===== config.mk =====
export PLATFORM = sky130hd
export DESIGN_NAME = semaphore_bank
export DESIGN_NICKNAME = d
export VERILOG_FILES = /design/src/rtl/semaphore_bank.sv
export SDC_FILE = /design/constraint.sdc
export NUM_CORES = 1
export LEC_CHECK = 0
export BUFFER_PORTS_ARGS = -buffer_cell sky130_fd_sc_hd__buf_4
export CORE_MARGIN = 1.5
export CORE_UTILIZATION = 44
export DETAILED_ROUTE_END_ITERATION = 12
export GPL_TIMING_DRIVEN = 0
export HOLD_SLACK_MARGIN = 0.02
export PLACE_DENSITY = 0.78
export SLEW_MARGIN = 20
export SYNTH_ARGS = -nofsm -noshare
export SYNTH_HDL_FRONTEND = slang
export SYNTH_SLANG_ARGS = --single-unit
export TNS_END_PERCENT = 50

===== constraint.sdc =====
create_clock -name clk -period 3 [get_ports clk]
set_clock_uncertainty 0.2 [all_clocks]
set_input_delay 0.6 -clock clk [delete_from_list [all_inputs] [get_ports clk]]
set_output_delay 0.6 -clock clk [all_outputs]
set_load 0.02 [all_outputs]

===== src/rtl/semaphore_bank.sv =====
module semaphore_bank #(
  parameter int NUM_LOCKS = 32,
  parameter int NUM_PORTS = 2,
  parameter int ADDR_W    = 12
) (
  input  logic                    clk,
  input  logic                    rst,
  input  logic [NUM_PORTS-1:0]    rd_en,
  input  logic [NUM_PORTS-1:0]    wr_en,
  input  logic [NUM_PORTS*ADDR_W-1:0] addr,
  input  logic [NUM_PORTS*32-1:0] wdata,
  output logic [NUM_PORTS*32-1:0] rdata,
  output logic [NUM_PORTS-1:0]    ready
);
  localparam int IDX_W  = $clog2(NUM_LOCKS);
  localparam int WORD_W = ADDR_W - 2;
  localparam logic [WORD_W-1:0] LOCK_WORD = WORD_W'(32'h800 >> 2);
  localparam logic [WORD_W-1:0] STAT_WORD = WORD_W'(32'h014 >> 2);
  localparam logic [31:0] STATUS_VAL = {8'(NUM_LOCKS / 32), 24'h0};

  logic [NUM_LOCKS-1:0] held, held_nxt;
  logic [NUM_PORTS-1:0] hit_lock, hit_stat, zero_wr, got;
  logic [WORD_W-1:0]    word [NUM_PORTS];
  logic [WORD_W-1:0]    offs [NUM_PORTS];
  logic [IDX_W-1:0]     idx  [NUM_PORTS];

  for (genvar p = 0; p < NUM_PORTS; p++) begin : g_dec
    assign word[p]     = addr[p*ADDR_W+2 +: WORD_W];
    assign offs[p]     = word[p] - LOCK_WORD;
    assign idx[p]      = offs[p][IDX_W-1:0];
    assign hit_lock[p] = (word[p] >= LOCK_WORD) && (offs[p] < WORD_W'(NUM_LOCKS));
    assign hit_stat[p] = (word[p] == STAT_WORD);
    assign zero_wr[p]  = (wdata[p*32 +: 32] == 32'h0);
  end

  always_comb begin
    held_nxt = held;
    got      = '0;
    for (int p = 0; p < NUM_PORTS; p++) begin
      if (rd_en[p] && hit_lock[p]) begin
        got[p]             = held_nxt[idx[p]];
        held_nxt[idx[p]]   = 1'b1;
      end else if (!rd_en[p] && wr_en[p] && hit_lock[p] && zero_wr[p]) begin
        held_nxt[idx[p]]   = 1'b0;
      end
    end
  end

  always_ff @(posedge clk) begin
    if (rst) begin
      held  <= '0;
      ready <= '0;
      rdata <= '0;
    end else begin
      held  <= held_nxt;
      ready <= rd_en | wr_en;
      for (int p = 0; p < NUM_PORTS; p++) begin
        if (!rd_en[p])        rdata[p*32 +: 32] <= 32'h0;
        else if (hit_lock[p]) rdata[p*32 +: 32] <= {31'h0, got[p]};
        else if (hit_stat[p]) rdata[p*32 +: 32] <= STATUS_VAL;
        else                  rdata[p*32 +: 32] <= 32'h0;
      end
    end
  end
endmodule


Word level (Yosys, flattened, before mapping):

Cells that the tools add are included.

* input bits: 94
* output and inout bits: 66
* word-level logic and storage cells: 65
* register bits after elaboration: 84

* add/sub/neg operators: 2
* reduce and logical (&&, ||, !) cells: 20
* mux-type cells: 18
* eq/ne operators: 2
* bitwise gates (word level): 9
* order comparisons: 8

Operators with widths (count)
* $mux 32: 4
* $and 32x32->32: 2
* $logic_not 32->1: 2
* $not 32->32: 2
* $or 32x32->32: 2
* $mux 25: 2
* $eq 10x3->1 const B: 2
* $ge 10x10->1 const B: 2
* $lt 10x6->1 const B: 2
* $sub 10x10->10 const B: 2
* $logic_and 1x1->1: 12
* $lt 5x6->1 const B: 2
* $bmux 1 s5: 2
* $demux 1 s5: 2
* $ge 5x1->1 const B: 2
* $mux 1: 8
* $reduce_or 3->1: 2
* $reduce_or 2->1: 2
* $logic_not 1->1: 2
* $not 1->1: 2
* $or 2x2->2: 1

Longest topological paths before layout:

Gate-level depths: netlist (run 1).

* depth after elaboration: 13
* mapped depth: 9
* mapped depth without buffers: 7

Least setup slack after synthesis (run 1):

No wires, ideal clock.

* path kind: in2reg
* from: input port addr[10]
* to: register rdata[32]
* data required time: 2.683 ns
* stages on the path: 7
* setup time: 0.117 ns
* path slack: 0.042 ns
* path buffers: 0
* arrival time: 2.641 ns
* path through: or4_4 nand4b_4 nor3_4 a31oi_1 or4_1 a31oi_1 and4b_1

* cells in the longest elaborated chain, start to end: 11

Ends and longest elaborated chain
* from (decl): line 10 `input logic [NUM_PORTS*ADDR_W-1:0] addr,`
* $sub 10x10->10: line 29 `assign offs[p] = word[p] - LOCK_WORD;`
* $lt 10x6->1: line 31 `assign hit_lock[p] = (word[p] >= LOCK_WORD) && (offs[p] < WORD_W'(NUM_LOCKS));`
* $logic_and 1x1->1 (*): line 31
* $logic_and 1x1->1 (2 in series): line 43 `end else if (!rd_en[p] && wr_en[p] && hit_lock[p] && zero_wr[p]) begin`
* $mux 32: line 43
* $mux 32 (*): line 40 `if (rd_en[p] && hit_lock[p]) begin`
* $bmux 1 s5 (*): line 41 `got[p] = held_nxt[idx[p]];`
* $mux 1 (not written as such) (*): line 41
* $mux 1 (*): line 40
* $mux 1 (*): line 59 `else if (hit_lock[p]) rdata[p*32 +: 32] <= {31'h0, got[p]};`
* to (signal, indexed assignment): line 59
* to (decl): line 12 `output logic [NUM_PORTS*32-1:0] rdata,`

Mark *: on every way between the ends. The rest lies on a longest branch, timed or not. The select of a mux whose other input is x is not followed.
A chain may end at the register's enable or synchronous reset.

Worst setup path after layout (run 1):

Ends and elaborated chain as after synthesis.

==> flow_summary.ini, run 1 <==
[floorplanning]
start_util_pct = 46.0
io_pins = 160
floorplan.rows = 32
die_y_um = 93.5
die_w_um = 93.5
dieArea_sq_um = 8750
core_area_sq_um = 7850

[synthesis]
synth_area_sq_um = 3610
synthXorXnorAreaFrac_pct = 0.486
syn_inst = 487
synth_edf_count = 0
synthFlopType = dfxtp_1
synth-adder-area-share_pct = 0
synth-simple-area-share_pct = 28.2
synth_top_family_by_area = simple AND/OR/NAND/NOR gates
synth_mux_area_share_pct = 5.90
yosysWarnings = 0
async_flop_share_pct = 0
synth_compound_area_share_pct = 27.4
synth_cell_types = 56
synth-seq-cells = 38
ys_seq_area_share_pct = 21.1
syn_avg_cell_area_sq_um = 7.41

[cts]
clock_latency_ns = 0.30
cts_root_buf = clkbuf_8
cts.htree.levels = 2
numClockSinks = 38
cts_buffers = 5
tritoncts = done
cts_buffer_depth = 2
clkTransAtPathRegs_ns = 0.09

[layout]
area_delta_synth_final_pct = 34.5
antenna_cells = 0
final_cell_mix = buf_4 (155), conb_1 (60), o21ai_0 (59)
post-route-util_pct = 61.8
drive_above_1_share_pct = 29.9
nNetsFinal = 741
layout_commonest_cell = buf_4

[timing]
fin_crit_sh_pct = 100
period_minus_slack_ns = 3.01
worstMarginPinSlew_ns = 0.986
tns_ns = -0.0130
finalHoldViolations = 0
slew_viol_final = 0
fmaxAchievable_mhz = 332
postLayoutSetupSlackWorst_ns = -0.0130
timing.slew.headroom_pct = 34.1
final-setup-viol-count = 1
rsz0062_at_grt = false

[routing]
drt_iter0_markers = 697
vias = 4594
vias_per_cell = 6.13
wl_per_cell_um = 19.0
totalWireLength_mm = 14.3
drc_errors = 0
ant_nets = 0
dr.pass1.iters = 6

[grt]
grt_pass1_vias = 4158
grt_start_max_net_pins = 12
grt_pass1_wl_mm = 21.2
grt_use_total_pct = 31.7
antenna_found_initial = 0
overflow = 0

[pwr]
vdd_ir_drop_max_mv = 0.139
p_leak_uw = 0.00195
power_density_nw_per_um2 = 280

[worst_hold_path]
hold_path.class = in2reg
hold_start = wr_en[0]

[worst_setup_path]
worst_path_max_delay_cell = nor4_4
worstPathRequired_ns = 2.99
worstPathCellList = buf_4 -> or4_4 -> nand4b_4 -> nor4_4 -> a21oi_1 -> a211oi_1 -> nor3_1 -> and4b_1
path_max_fanout = 7
worstPathArrival_ns = 3.00
path_class = in2reg
cp.buffers_inverters = 1
cp-startpoint = addr[10]
endpoint_kind = flip-flop
r2r_start = held[7]
max_stage_delay_ns = 0.66
critPathLaunchType = primary input
critPathTopFamily = simple AND/OR/NAND/NOR gates

[place]
place_ws_ns = -0.652
numPortBuffers = 91
place_congestion = 1.06
dp_hpwl_mm = 10.3

[run_status]
violations = negative setup slack
status = finished with violations

[job]
cap_violations = 0
## sequential cells by signal, indices dropped and copies added, names as in the netlist
name,count
rdata,4
held,32
ready,2
## cell usage after synthesis (2+ instances only)
master | n | share of area, %
or3_1 | 6 | 1.0
nor4_1 | 21 | 3.6
a22o_1 | 2 | 0.49
a21oi_1 | 26 | 3.6
mux4_2 | 9 | 5.6
nor2_1 | 31 | 3.2
or4_1 | 3 | 0.62
buf_4 | 60 | 12
o22ai_1 | 3 | 0.52
a31oi_1 | 3 | 0.52
a221oi_1 | 2 | 0.49
o22a_1 | 2 | 0.49
nor3_1 | 14 | 1.9
a211oi_1 | 4 | 0.83
nor2b_1 | 6 | 1.0
and3_1 | 2 | 0.35
or3b_2 | 4 | 0.97
nand3_1 | 14 | 1.9
nand2_1 | 48 | 5.0
inv_1 | 10 | 1.0
nand2b_1 | 3 | 0.52
or2_2 | 2 | 0.35
nor4b_1 | 3 | 0.73
o32ai_1 | 3 | 0.73
o211ai_1 | 3 | 0.62
nor3b_1 | 5 | 1.0
nand4_1 | 4 | 0.69
dfxtp_1 | 38 | 21
o21ai_0 | 59 | 8.2
nand3b_1 | 7 | 1.5
and3b_1 | 3 | 0.73
a22oi_1 | 3 | 0.62
o21a_1 | 3 | 0.62
buf_1 | 3 | 0.31
nand4b_1 | 2 | 0.49
o311ai_0 | 8 | 1.9
clkbuf_1 | 26 | 2.7
o41ai_1 | 3 | 0.73
a221o_1 | 22 | 6.1
## final cells by class
| class | instances | area [sq um] |
|---|---|---|
| Sequential cell | 38 | 761 |
| Inverter | 10 | 37.5 |
| Buffer | 90 | 577 |
| Tap cell | 102 | 128 |
| Multi-Input combinational cell | 407 | 2530 |
| Timing Repair Buffer | 95 | 713 |
| Fill cell | 727 | 3000 |
| Clock inverter | 1 | 30.0 |
| Clock buffer | 7 | 76.3 |
## power by group
part	total [uW]	switching (uW)	internal, uW	leakage, uW
registers	507	0.869	506	0.000307
logic	404	229	176	0.00159
clock network	449	200	249	0.0000524
## worst reg2reg max path: cells and delay by family, from the launching register on
| family | cells | cell delay (ns) |
|---|---|---|
| mux | 2 | 0.96 |
| flops | 1 | 0.33 |
| compound gates | 1 | 0.32 |
| simple gates | 1 | 0.11 |
## final timing paths
path,endpoint,slack (ns),cells past startpoint
worst min register to register,held[9],0.42,3
worst max-delay path,rdata[32],-0.01,8
worst min-delay path,ready[0],0.31,3
worst max register to register,rdata[0],0.96,4
## metal layers
layer	routed length, um	track usage (%)	up-vias
li1	-	-	2046
met1	5290	39.5	2084
met2	6360	50.2	392
met3	1950	7.32	72
met4	676	17.8	0
met5	0	0	-
## cells by family after synthesis
family / Yosys count
compound gates: 150
xor+xnor: 2
buf+inv: 101
flops: 38
mux: 10
other cells: 1
simple gates: 185
## what timing repair did
item / 4_1_cts / 5_1_grt
hold buffers: 0 / 0
buffers inserted: 0 / 4
endpoints found under the setup margin: 2 / 18
pin swaps: 1 / 4
gates cloned: 0 / 0
gates resized for setup: 6 / 16
## per-stage QoR
step | total power, uW | hold WS (ns) | area (sq um) | cells
global placement | 901 | 0.401 | 4640 | 739
detailed placement | 906 | 0.400 | 4660 | 739
floorplan | 764 | 0.345 | 3830 | 546
finish | 1360 | 0.315 | 4850 | 750
CTS | 1350 | 0.324 | 4780 | 747
global route | 1400 | 0.332 | 4850 | 750
(Power assumes the default switching activity.)
==> run 2: changes to the inputs <==
- BUFFER_PORTS_ARGS: -buffer_cell sky130_fd_sc_hd__buf_4 -> -buffer_cell sky130_fd_sc_hd__buf_2
==> run 2 against run 1 <==
The flow now finishes without violations. Die area is the same. Setup slack gained 0.035 ns. Hold slack gained 0.013 ns. Utilization shrank 3.0 points. Final cell count grew 0.13%. Critical endpoint is now held[15]. Combinational power shrank 7.9%. Non-clock buffer count grew 1. Largest power group unchanged. Cell area shrank 4.8%. Clock power shrank 17%. Fmax grew 1.2%. First-iteration DRC count shrank 3.9%. Critical path depth shrank 1. Critical path type unchanged.
==> flow_summary.ini, run 2 (synthesized netlist as in run 1, its figures left out) <==
[run_status]
status = completed

[cts]
cts_root_buf = clkbuf_8
cts_buffers = 5
clock_latency_ns = 0.29
numClockSinks = 38
tritoncts = done
cts_buffer_depth = 2
cts_hold_buf = 0
cts.htree.levels = 2
clkTransAtPathRegs_ns = 0.08

[floorplanning]
core_area_sq_um = 7850
floorplan.rows = 32
die_w_um = 93.5
start_util_pct = 46.0
die_y_um = 93.5
io_pins = 160
dieArea_sq_um = 8750

[layout]
layout.cells.non_filler = 751
drive_above_1_share_pct = 29.9
post-route-util_pct = 58.9
top_register = held
largest_reg_flops = 32
layout_commonest_cell = buf_2
multiInputGateArea_sq_um = 2520
n_fill_cell = 770
seqCellArea_sq_um = 761
nNetsFinal = 742
area_delta_synth_final_pct = 28.1
final_cell_mix = buf_2 (93), buf_4 (65), conb_1 (60)
reg_top3 = held: 32 flops, rdata: 4 flops, ready: 2 flops
antenna_cells = 0

[grt]
grt_pass1_wl_mm = 21.2
met3_usage_pct = 8.78
met2_usage_pct = 49.5
antenna_found_initial = 0
grt_start_max_net_pins = 13
top_usage_layer = met2
grt_pass1_vias = 4103
grt_use_total_pct = 31.7
grtUsageMet1_pct = 38.8
overflow = 0

[place]
place_congestion = 1.06
dpl.cell_count = 739
numPortBuffers = 91
dp_hpwl_mm = 10.4

[worst_setup_path]
worstPathArrival_ns = 2.94
worstPathRequired_ns = 2.96
r2r-end = rdata[0]
endpoint_kind = flip-flop
endpoint = held[15]
critPathLaunchType = primary input
rrSetupSlack_ns = 1.04
path_class = in2reg
r2r_start = held[8]
worst_r2r_path_depth = 4
cp-startpoint = addr[15]
path_max_fanout = 10

[timing]
slew_viol_final = 0
final-setup-viol-count = 0
fmaxAchievable_mhz = 336
rsz0062_at_grt = true
period_minus_slack_ns = 2.98
tns_ns = 0
fin_crit_sh_pct = 99.3
worstMarginPinSlew_ns = 0.923
finalHoldViolations = 0
worst_hold_slack_ns = 0.328
timing.slew.headroom_pct = 38.3

[routing]
wl_per_cell_um = 18.9
totalWireLength_mm = 14.2
dr.pass1.iters = 7
vias_per_cell = 6.09
ant_nets = 0
drt_iter0_markers = 670
vias = 4571
drc_errors = 0

[pwr]
vdd_ir_drop_max_mv = 0.171
p_leak_uw = 0.00188
power_density_nw_per_um2 = 271

[job]
cap_violations = 0

[worst_hold_path]
hold_path.class = in2reg
run 2: report_power, final:
group	total (uW)	switching, uW	internal [uW]
combinational	372	228	144
sequential	507	0.789	506
clock	374	189	186
run 2: critical path, stage by stage:
cell      delay (ns)
buf_2           0.09
clkbuf_1        0.48
clkbuf_1        0.61
nand2_1         0.16
nor2_1          0.64
a221o_1         0.28
o21ai_0         0.08
run 2: repair_timing:
item	4_1_cts	5_1_grt
resized for setup	11	6
pin swaps	3	2
endpoints found under the setup margin	3	8
gates cloned	0	0
buffers inserted	5	0
run 2: layout make-up:
class,instances,area share [%]
plain buffers,90,12.4
multi-input cells,407,54.7
repair buffers,96,10.9
clock buffers,7,1.87
clock inverters,1,0.108
inverters,10,0.813
flip-flops and latches,38,16.5
well taps,102,2.76
run 2: worst min path at each step:
stage,start,to,slack [ns],cells after the start
2_1_floorplan,held[18],held[18],0.35,3
3_3_place_gp,held[18],held[18],0.40,3
3_5_place_dp,held[9],held[9],0.43,3
4_1_cts,wr_en[0],ready[0],0.32,3
5_1_grt,wr_en[0],ready[0],0.35,3
6_report,wr_en[0],ready[0],0.33,3
run 2: metal layers:
metal / up-vias / part of all wire (%)
li1: 2049 / -
met1: 2015 / 36
met2: 413 / 43
met3: 94 / 14
met4: 0 / 6.6
met5: - / 0
run 2: stage by stage:
stage / setup slack (ns) / area, sq um / total power, uW
floorplan: 0.0423 / 3830 / 764
global placement: -0.718 / 4410 / 870
detailed placement: -0.718 / 4420 / 874
CTS: 0.0146 / 4600 / 1250
global route: -0.00391 / 4620 / 1310
finish: 0.0217 / 4620 / 1250
